===== src/rtl/rstseq_pkg.sv =====
// Shared types for the reset sequencer: step and cause encodings and the
// fixed reset-vector address. Assumes a 16-bit vector address space.
package rstseq_pkg;
    typedef enum logic [1:0] {
        PH_RUN    = 2'd0,
        PH_ASSERT = 2'd1,
        PH_DELAY  = 2'd2,
        PH_FETCH  = 2'd3
    } phase_t;

    typedef enum logic [1:0] {
        SRC_POR = 2'd0,
        SRC_EXT = 2'd1,
        SRC_LVD = 2'd2,
        SRC_WDG = 2'd3
    } src_t;

    localparam logic [15:0] RESET_VECTOR = 16'hFFFE;
    localparam int          FETCH_LEN    = 2;
endpackage


===== src/rtl/rstseq_pin_filter.sv =====
// Glitch filter for the reset pad. Emits a one-cycle request once the pad
// has been sampled low for MIN_LOW consecutive clocks. Counting is suspended
// while the block itself pulls the pad low (mask), so self-driven lows are
// never taken for an external request. Assumes MIN_LOW >= 1.
module rstseq_pin_filter #(
    parameter int MIN_LOW = 4
) (
    input  logic clk,
    input  logic rst_n,
    input  logic pin_n,
    input  logic mask,
    output logic req
);
    localparam int W = $clog2(MIN_LOW + 1);

    logic [W-1:0] run_q;

    // Count consecutive low samples, saturating at MIN_LOW.
    always_ff @(posedge clk) begin
        if (!rst_n) begin
            run_q <= '0;
        end else if (mask || pin_n) begin
            run_q <= '0;
        end else if (run_q != W'(MIN_LOW)) begin
            run_q <= run_q + 1'b1;
        end
    end

    // Single request on the sample that completes the minimum width.
    assign req = !mask && !pin_n && (run_q == W'(MIN_LOW - 1));
endmodule


===== src/rtl/rstseq_fsm.sv =====
// Step controller: hold, settle, fetch, run. Records the cause of the last
// accepted request. Requests are prioritised LVD > WDG > EXT and restart the
// sequence from any step. Assumes WDG_W >= 1 and STAB >= 1.
module rstseq_fsm
    import rstseq_pkg::*;
#(
    parameter int STAB  = 4096,
    parameter int WDG_W = 8
) (
    input  logic   clk,
    input  logic   rst_n,
    input  logic   lvd,
    input  logic   wdg,
    input  logic   ext_req,
    input  logic   pin_n,
    output phase_t phase,
    output src_t   cause,
    output logic   cnt_lsb
);
    localparam int MAXC = (STAB > WDG_W) ? STAB : WDG_W;
    localparam int CW   = $clog2(MAXC + 1);

    phase_t        phase_q, phase_d;
    src_t          cause_q, cause_d;
    logic [CW-1:0] cnt_q, cnt_d;

    // Next-step logic: restart on any request, otherwise advance the step.
    always_comb begin
        phase_d = phase_q;
        cause_d = cause_q;
        cnt_d   = cnt_q;
        if (lvd) begin
            phase_d = PH_ASSERT; cause_d = SRC_LVD; cnt_d = '0;
        end else if (wdg) begin
            phase_d = PH_ASSERT; cause_d = SRC_WDG; cnt_d = '0;
        end else if (ext_req) begin
            phase_d = PH_ASSERT; cause_d = SRC_EXT; cnt_d = '0;
        end else begin
            unique case (phase_q)
                PH_ASSERT: begin
                    if (cause_q == SRC_WDG) begin
                        if (cnt_q == CW'(WDG_W - 1)) begin
                            phase_d = PH_DELAY; cnt_d = '0;
                        end else begin
                            cnt_d = cnt_q + 1'b1;
                        end
                    end else if (cause_q == SRC_EXT) begin
                        if (pin_n) begin
                            phase_d = PH_DELAY; cnt_d = '0;
                        end
                    end else begin
                        phase_d = PH_DELAY; cnt_d = '0;
                    end
                end
                PH_DELAY: begin
                    if (cnt_q == CW'(STAB - 1)) begin
                        phase_d = PH_FETCH; cnt_d = '0;
                    end else begin
                        cnt_d = cnt_q + 1'b1;
                    end
                end
                PH_FETCH: begin
                    if (cnt_q == CW'(FETCH_LEN - 1)) begin
                        phase_d = PH_RUN; cnt_d = '0;
                    end else begin
                        cnt_d = cnt_q + 1'b1;
                    end
                end
                default: begin
                    phase_d = PH_RUN;
                end
            endcase
        end
    end

    // State registers; power-on reset starts in the settling step.
    always_ff @(posedge clk) begin
        if (!rst_n) begin
            phase_q <= PH_DELAY;
            cause_q <= SRC_POR;
            cnt_q   <= '0;
        end else begin
            phase_q <= phase_d;
            cause_q <= cause_d;
            cnt_q   <= cnt_d;
        end
    end

    assign phase   = phase_q;
    assign cause   = cause_q;
    assign cnt_lsb = cnt_q[0];
endmodule


===== src/rtl/rstseq_outdec.sv =====
// Output decode from the registered step and cause: internal reset, pad
// pull-down enable, fetch strobe and vector address. Purely combinational.
module rstseq_outdec
    import rstseq_pkg::*;
(
    input  phase_t      phase,
    input  src_t        cause,
    input  logic        cnt_lsb,
    output logic        sys_rst,
    output logic        pin_drive,
    output logic        vec_fetch,
    output logic [15:0] vec_addr
);
    // Decode outputs; LVD drives the pad through hold and settle, WDG in hold.
    always_comb begin
        sys_rst   = (phase != PH_RUN);
        vec_fetch = (phase == PH_FETCH);
        pin_drive = ((phase == PH_ASSERT) && (cause == SRC_LVD || cause == SRC_WDG)) ||
                    ((phase == PH_DELAY) && (cause == SRC_LVD));
        vec_addr  = vec_fetch ? (RESET_VECTOR | {15'd0, cnt_lsb}) : 16'd0;
    end
endmodule


===== src/rtl/reset_sequencer.sv =====
// Top of the reset sequencer. Combines pad, low-supply and watchdog requests
// into hold / settle / fetch / run steps. Assumes all inputs are already
// synchronous to clk; the pad level read back includes the block's own drive.
module reset_sequencer #(
    parameter int STAB_CYCLES = 4096,
    parameter int PULSE_MIN   = 4,
    parameter int WDG_WIDTH   = 8
) (
    input  logic        clk,
    input  logic        rst_n,
    input  logic        pin_rst_n_i,
    input  logic        lvd_low_i,
    input  logic        wdg_uf_i,
    output logic        sys_rst_o,
    output logic        pin_drive_o,
    output logic        vec_fetch_o,
    output logic [15:0] vec_addr_o,
    output logic [1:0]  phase_o,
    output logic [1:0]  cause_o
);
    import rstseq_pkg::*;

    logic   ext_req;
    logic   cnt_lsb;
    phase_t phase;
    src_t   cause;

    rstseq_pin_filter #(.MIN_LOW(PULSE_MIN)) u_filter (
        .clk   (clk),
        .rst_n (rst_n),
        .pin_n (pin_rst_n_i),
        .mask  (pin_drive_o),
        .req   (ext_req)
    );

    rstseq_fsm #(.STAB(STAB_CYCLES), .WDG_W(WDG_WIDTH)) u_fsm (
        .clk     (clk),
        .rst_n   (rst_n),
        .lvd     (lvd_low_i),
        .wdg     (wdg_uf_i),
        .ext_req (ext_req),
        .pin_n   (pin_rst_n_i),
        .phase   (phase),
        .cause   (cause),
        .cnt_lsb (cnt_lsb)
    );

    rstseq_outdec u_dec (
        .phase     (phase),
        .cause     (cause),
        .cnt_lsb   (cnt_lsb),
        .sys_rst   (sys_rst_o),
        .pin_drive (pin_drive_o),
        .vec_fetch (vec_fetch_o),
        .vec_addr  (vec_addr_o)
    );

    assign phase_o = phase;
    assign cause_o = cause;
endmodule


===== config.mk =====
export PLATFORM = sky130hd
export DESIGN_NAME = reset_sequencer
export DESIGN_NICKNAME = d
export VERILOG_FILES = /design/src/rtl/rstseq_pkg.sv /design/src/rtl/rstseq_pin_filter.sv /design/src/rtl/rstseq_fsm.sv /design/src/rtl/rstseq_outdec.sv /design/src/rtl/reset_sequencer.sv
export SDC_FILE = /design/constraint.sdc
export NUM_CORES = 1
export LEC_CHECK = 0
export ABC_AREA = 1
export BUFFER_PORTS_ARGS = -buffer_cell sky130_fd_sc_hd__clkbuf_2
export CORE_MARGIN = 2
export CORE_UTILIZATION = 59
export DETAILED_ROUTE_END_ITERATION = 8
export MAX_ROUTING_LAYER = met4
export PLACE_DENSITY = 0.92
export RECOVER_POWER = 50
export SLEW_MARGIN = 10
export SYNTH_ARGS = -nofsm -noshare
export SYNTH_HDL_FRONTEND = slang
export SYNTH_SLANG_ARGS = --single-unit
export TNS_END_PERCENT = 50

===== constraint.sdc =====
create_clock -name clk -period 4.71 [get_ports clk]
set_input_delay 0.7065 -clock clk [delete_from_list [all_inputs] [get_ports clk]]
set_output_delay 0.7065 -clock clk [all_outputs]
set_load 0.01 [all_outputs]

==> summary.md, run 1 <==
| Metric | Value |
|---|---|
| CP peak stage delay | `0.53 ns` |
| Placed Cells | `235` |
| # diodes | `0` |
| Pwr/cell area | `265.5 mW/mm2` |
| Worst Min Path Start | `u_filter.run_q[1]$_SDFFE_PP0P_` |
| Min-Delay Path Class | `flop to flop` |
| Met3 wire length | `111 um` |
| Core ar. | `0.002255 mm2` |
| I/O pins | `28` |
| Status | `finished, final reports clean` |
| WL met1 | `1.150 mm` |
| Total negative slack | `0 ns` |
| Initial Utilization | `63.43%` |
| Max-cap violations | `0` |
| CP Class | `flop to output port` |
| Vias post-DR | `1,162` |
| CP max stage cell | `ha_1` |
| Worst-path maximum fanout | `20` |
| Synth cell types | `32` |
| Final Util | `65.43%` |
| Layout cell share with drive strength beyond 1 | `22.75%` |
| WP data arrival | `1.60 ns` |
| CTS root buffer | `clkbuf_4` |
| DP Wirelength | `2.087 mm` |
| WL per Instance | `11.05 um` |
| Fin. max-slew vios | `0` |
| Number of gates resized after cts | `0` |
| Final ANT Viol Nets | `0` |
| Ys Warns | `0` |
| Area Overhead vs Synth | `3.149%` |
| Fin nets | `227` |
| CP endpoint kind | `output port` |
| Critical path launch point type | `flop` |
| Crit Reg-Reg Endpoint | `u_fsm.cnt_q[4]$_SDFFE_PP0P_` |
| R2R Setup Slk | `2.65 ns` |
| Grt ovf | `0` |
| Max IR drop VDD | `0.2093 mV` |
| Die area | `0.002834 mm2` |
| Max Buffers Root-to-Sink | `2` |
| Vias per cell | `4.862` |
| Pint | `0.0002834 W` |
| Leak pwr | `0.6661 nW` |
| Min-Delay Path Depth | `2` |
| Clock latency on the worst-skew pair | `0.32 ns` |
| Flops & latches, synth | `20` |
| Largest net degree at the start of global routing | `21` |
| Worst path cell trace | `ha_1 -> nand2_1 -> inv_1 -> clkbuf_2` |
| Reg2reg path depth | `8` |
| FILL cells | `223` |
| All-Layer GR Usage | `21.52%` |
| R2R Path Start | `u_fsm.phase[1]$_SDFFE_PN1P_` |
| Max Clock Freq | `433.7 MHz` |
| Sw frac | `27.65%` |
| Clock Sinks | `20` |
| Highest Signal Layer | `met4` |
| Slew Limit Headroom | `64.08%` |
| First-pass GRT wire length | `4.429 mm` |
| Clock network fraction of total power | `37.1%` |
| Initial antenna violation count | `0` |
| Seq/Total Area, Yosys | `28.00%` |
| Max Clock Skew | `0.01078 ns` |
| Mapped Nets | `212` |
| Combinational share of power | `17.4%` |
| Placer Congestion | `0.7942` |
| Switching pwr | `0.0001083 W` |
| Setup repair bufs after CTS | `0` |
| Final Non-Filler Cells | `239` |
| TritonCTS clock tree | `done` |
| Port-buffer cells | `27` |
| Final Hold Viols | `0` |
| First-pass DRT Iterations | `4` |
| Post-Syn Area | `0.001430 mm2` |
| Die Y | `53.24 um` |
| Cell row count | `17` |
| H-tree depth | `1` |
| Detailed Route WL | `2.642 mm` |
| Critical path buffers and inverters | `2` |
| Clk slew on worst S/H paths | `0.13 ns` |
| Inserted Clock Buffers | `3` |
| Req. time, crit path | `4.00 ns` |
| CP top delay family | `adder cells` |
| Worst Hold Endpoint | `u_filter.run_q[1]$_SDFFE_PP0P_` |
| Power share of the sequential group | `45.5%` |
| Hold-fix buffers, CTS | `0` |
| Final worst path period share | `48.95%` |
| WL met2 | `1.365 mm` |
| Setup repair after global routing missed its margin | `no` |
| Avg Cell Area, Syn | `7.260 um2` |
| DRC | `0` |
| Final setup violation count | `0` |
| Slew at the pin closest to its max-slew limit | `0.5389 ns` |
| Post-Synthesis Cells | `197` |
| Min cycle time layout | `2.306 ns` |
| Vias in the first global route | `1,070` |
| Iteration-0 DRC count of the detailed router | `22` |
| Die width | `53.24 um` |
## stage by stage
step,power [W],worst slack [ns],hold WS [ns],area (um2)
after floorplan,0.0002452,2.810,0.4636,1430
after global placement,0.0002512,2.842,0.4856,1463
after detailed placement,0.0002538,2.750,0.4984,1463
after CTS,0.0003960,2.387,0.5159,1515
after global routing,0.0004089,2.245,0.5749,1475
final,0.0003917,2.404,0.5180,1475
## kinds of logic after synthesis
logic type                 synth area share [%]
and+or+nand+nor                           36.92
AOI/OAI and AO/OA                         7.612
DFF                                       28.00
xor gates and xnor gates                  1.225
adders and majority gates                 8.749
buffers and inverters                     17.50
## registers in the layout, summed over array words and instances, names as in the netlist
name and flops:
u_fsm.cnt_q 13, u_fsm.phase 2, u_filter.run_q 3, u_fsm.cause 2
## final cells by class
type	instances	area (um2)	area share [%]
multi-input combinational	130	744.5	50.47
clock buffer	3	22.52	1.527
inverter	30	112.6	7.634
timing repair buffer	27	130.1	8.821
sequential	20	400.4	27.14
tap	28	35.03	2.375
clock inverter	1	30.03	2.036
## worst max-delay path by stage
stage                          end  depth (start not counted)                         from  slack (ns)
global route         vec_addr_o[0]                          4  u_fsm.phase[1]$_SDFFE_PN1P_        2.24
floorplan           vec_addr_o[10]                          2  u_fsm.phase[1]$_SDFFE_PN1P_        2.81
finish               vec_addr_o[0]                          4  u_fsm.phase[1]$_SDFFE_PN1P_        2.40
CTS                  vec_addr_o[0]                          4  u_fsm.phase[1]$_SDFFE_PN1P_        2.39
global placement     vec_addr_o[0]                          4  u_fsm.phase[1]$_SDFFE_PN1P_        2.84
detailed placement   vec_addr_o[0]                          4  u_fsm.phase[1]$_SDFFE_PN1P_        2.75
## cell usage after synthesis, drive strengths merged
library cell	number	area, um2
o21ai	6	30.03
o21bai	1	7.510
buf	17	137.6
and2	1	7.510
o22ai	1	6.260
nand3	15	97.60
xor2	2	17.52
nor3	7	50.05
a21oi	8	43.79
or2	1	6.260
nand4	4	31.28
ha	10	125.1
inv	30	112.6
nand2	41	178.9
nor2	28	142.6
a31oi	1	6.260
and3	1	6.260
nand3b	1	7.510
dfxtp	20	400.4
o211ai	2	15.01
## power groups by stage
| stage | registers [W] | clock network (W) | logic (W) |
|---|---|---|---|
| 2_1_floorplan | 0.000182 | 0 | 0.0000630 |
| 3_3_place_gp | 0.000182 | 0 | 0.0000697 |
| 3_5_place_dp | 0.000182 | 0 | 0.0000718 |
| 4_1_cts | 0.000178 | 0.000146 | 0.0000722 |
| 5_1_grt | 0.000179 | 0.000154 | 0.0000762 |
| 6_report | 0.000178 | 0.000145 | 0.0000683 |
## placed cells by master, fill, tap and decap left out
cell type | synthesis | layout
nand2_1 | 33 | 37
inv_1 | 27 | 28
clkbuf_2 | 0 | 23
dfxtp_1 | 20 | 20
nor2_1 | 17 | 19
nand3_1 | 12 | 12
ha_1 | 10 | 10
nor3_1 | 4 | 7
nor2_2 | 9 | 7
a21oi_1 | 7 | 7
o21ai_0 | 6 | 6
nand2_2 | 7 | 4
clkbuf_1 | 0 | 4
nand4_1 | 3 | 3
clkbuf_4 | 0 | 3
nand3_2 | 2 | 2
inv_2 | 3 | 2
nor2_4 | 2 | 2
o211ai_1 | 2 | 2
xor2_1 | 2 | 2
nand4_2 | 1 | 1
nand3_4 | 1 | 1
and3_1 | 1 | 1
nand3b_1 | 1 | 1
o22ai_1 | 1 | 1
and2_2 | 1 | 1
a31oi_1 | 1 | 1
or2_1 | 1 | 1
a21oi_2 | 1 | 1
o21bai_1 | 1 | 1
bufinv_16 | 0 | 1
## metal layers
metal / global-route usage [%] / vias to the layer above
li1: - / 637
met1: 23.28 / 503
met2: 39.30 / 20
met3: 6.497 / 2
met4: 2.991 / 0
met5: - / -
## worst reg2reg max path: cells and delay by family (launching register included)
family / cells / cell delay (ns)
adder cells (fa/ha/maj): 1 / 0.53
buffers and inverters: 1 / 0.11
flip-flops: 1 / 0.44
AND/OR/NAND/NOR: 6 / 0.83
No activity file was read; power rests on OpenSTA's default activity.
==> run 2, diff against run 1 <==
--- a/config.mk
+++ b/config.mk
@@ -8,10 +8,10 @@
 export ABC_AREA = 1
 export BUFFER_PORTS_ARGS = -buffer_cell sky130_fd_sc_hd__clkbuf_2
 export CORE_MARGIN = 2
-export CORE_UTILIZATION = 59
+export CORE_UTILIZATION = 49
 export DETAILED_ROUTE_END_ITERATION = 8
 export MAX_ROUTING_LAYER = met4
-export PLACE_DENSITY = 0.92
+export PLACE_DENSITY = 0.82
 export RECOVER_POWER = 50
 export SLEW_MARGIN = 10
 export SYNTH_ARGS = -nofsm -noshare
==> constraint.sdc (replaced) <==
create_clock -name clk -period 1.8 [get_ports clk]
set_input_delay 0.27 -clock clk [delete_from_list [all_inputs] [get_ports clk]]
set_output_delay 0.27 -clock clk [all_outputs]
set_load 0.01 [all_outputs]
==> summary.md, run 2 (synthesis results as in run 1) <==
| Metric | Value |
|---|---|
| WP data arrival | `1.82 ns` |
| CP Class | `flop to flop` |
| Max Clock Skew | `0.007627 ns` |
| Clock Sinks | `20` |
| Most common library cell in the layout ignoring fill and taps | `nand2_1` |
| Vias per cell | `4.774` |
| Initial antenna violation count | `0` |
| Die Y | `58.03 um` |
| Largest regs | `u_fsm.cnt_q x13, u_filter.run_q x3` |
| Area Overhead vs Synth | `4.374%` |
| I/O pins | `28` |
| Highest-count cells in the layout ignoring fill and taps | `33 x nand2_1, 27 x inv_1, 18 x nor2_1, 17 x dfxtp_1, 15 x clkbuf_2` |
| Core ar. | `0.002758 mm2` |
| Crit Reg-Reg Endpoint | `u_fsm.cnt_q[8]$_SDFFE_PP0P_` |
| Fin nets | `229` |
| Final setup violation count | `0` |
| Worst-path maximum fanout | `11` |
| TritonCTS clock tree | `done` |
| Cell row count | `19` |
| Detailed Route WL | `2.437 mm` |
| R2R Path Start | `u_fsm.phase[0]$_SDFFE_PN0P_` |
| Max IR drop VDD | `0.3905 mV` |
| H-tree depth | `1` |
| Total negative slack | `0 ns` |
| Max-cap violations | `0` |
| Clk slew on worst S/H paths | `0.11 ns` |
| Final ANT Viol Nets | `0` |
| Slew Limit Headroom | `85.85%` |
| Critical path launch point type | `flop` |
| Vias in the first global route | `973` |
| Req. time, crit path | `2.01 ns` |
| # diodes | `0` |
| Layout cell share with drive strength beyond 1 | `25.47%` |
| CP endpoint kind | `flop` |
| First-pass DRT Iterations | `4` |
| Max Buffers Root-to-Sink | `2` |
| Setup WS pre-CTS | `0.1786 ns` |
| DRC | `0` |
| Max reg flops | `13` |
| Iteration-0 DRC count of the detailed router | `29` |
| Largest net degree at the start of global routing | `18` |
| Final worst path period share | `89.64%` |
| Pwr/cell area | `578.9 mW/mm2` |
| R2R Setup Slk | `0.19 ns` |
| Reg2reg path depth | `10` |
| Clock latency on the worst-skew pair | `0.30 ns` |
| Grt ovf | `0` |
| Status | `finished, final reports clean` |
| Inserted Clock Buffers | `3` |
| Min-Delay Path Depth | `3` |
| Slew at the pin closest to its max-slew limit | `0.2106 ns` |
| Final Hold Viols | `0` |
| Initial Utilization | `51.86%` |
| All-Layer GR Usage | `16.41%` |
| WL per Instance | `10.03 um` |
| Setup repair after global routing missed its margin | `no` |
| Die area | `0.003367 mm2` |
| Worst Min Path Start | `rst_n` |
| Port-buffer cells | `27` |
| Min cycle time layout | `1.614 ns` |
| Die width | `58.03 um` |
| Min-Delay Path Class | `primary input to flop` |
| Hold-fix buffers, CTS | `0` |
| First-pass GRT wire length | `4.160 mm` |
| Vias post-DR | `1,160` |
| Leak pwr | `0.6412 nW` |
| DP Wirelength | `1.957 mm` |
| CTS root buffer | `clkbuf_4` |
| Largest Register | `u_fsm.cnt_q` |
| Max Clock Freq | `619.8 MHz` |
| Worst Hold Endpoint | `u_fsm.phase[0]$_SDFFE_PN0P_` |
| Final WS setup | `0.1864 ns` |
| Fin. max-slew vios | `0` |
| Placer Congestion | `0.8705` |
[run 2: power breakdown]
group,switching [W],internal (W)
logic,0.000117,0.0000671
clock network,0.000134,0.0000782
registers,0.0000131,0.000454
total,0.000265,0.000599
[run 2: critical path: stages, from the launching register on]
cell	delay, ns
dfxtp_2	0.38
inv_1	0.09
ha_1	0.26
nand3_1	0.11
nand2_2	0.06
nor2_1	0.15
nand2_2	0.09
nand2_2	0.09
nor2_4	0.05
nand2_4	0.17
nor3_1	0.06
[run 2: metal layers]
layer	global-route usage, %	share of wire [%]
met1	22.39	49
met4	5.980	1.1
met2	24.03	47
met3	3.348	3.3
met5	-	0
[run 2: layout make-up]
cell class              count  area (um2)
clock buffers               3       22.52
fillers                   279        1265
inverters                  30       112.6
multi-input cells         130       779.5
flip-flops and latches     20       404.1
well taps                  31       38.79
repair buffers             29       135.1
[run 2: repair_timing]
action                                  CTS  global route
setup buffers                             0             0
resized for setup                         0             4
endpoints found under the setup margin    0             2
[run 2: worst max-delay path by stage]
stage / end / startpoint / slack [ns]
floorplan: u_fsm.cnt_q[6]$_SDFFE_PP0P_ / u_fsm.phase[1]$_SDFFE_PN1P_ / 0.07
global placement: u_fsm.cnt_q[6]$_SDFFE_PP0P_ / u_fsm.phase[1]$_SDFFE_PN1P_ / 0.20
detailed placement: u_fsm.cnt_q[8]$_SDFFE_PP0P_ / u_fsm.phase[0]$_SDFFE_PN0P_ / 0.18
CTS: vec_addr_o[0] / u_fsm.phase[1]$_SDFFE_PN1P_ / 0.08
global route: u_fsm.cnt_q[10]$_SDFFE_PP0P_ / u_fsm.phase[0]$_SDFFE_PN0P_ / 0.03
finish: u_fsm.cnt_q[8]$_SDFFE_PP0P_ / u_fsm.phase[0]$_SDFFE_PN0P_ / 0.19
[run 2: through the flow]
stage / cell area (um2) / std cells / util [%] / power, W / hold slack [ns]
after floorplan: 1430 / 197 / - / 0.0006417 / 0.3676
after global placement: 1481 / 240 / 53.72 / 0.0006660 / 0.4871
after detailed placement: 1481 / 240 / 53.72 / 0.0006687 / 0.4920
final: 1493 / 243 / 54.13 / 0.0008640 / 0.1927
after global routing: 1493 / 243 / 54.13 / 0.0009238 / 0.1816
after CTS: 1504 / 243 / 54.54 / 0.0008801 / 0.1932
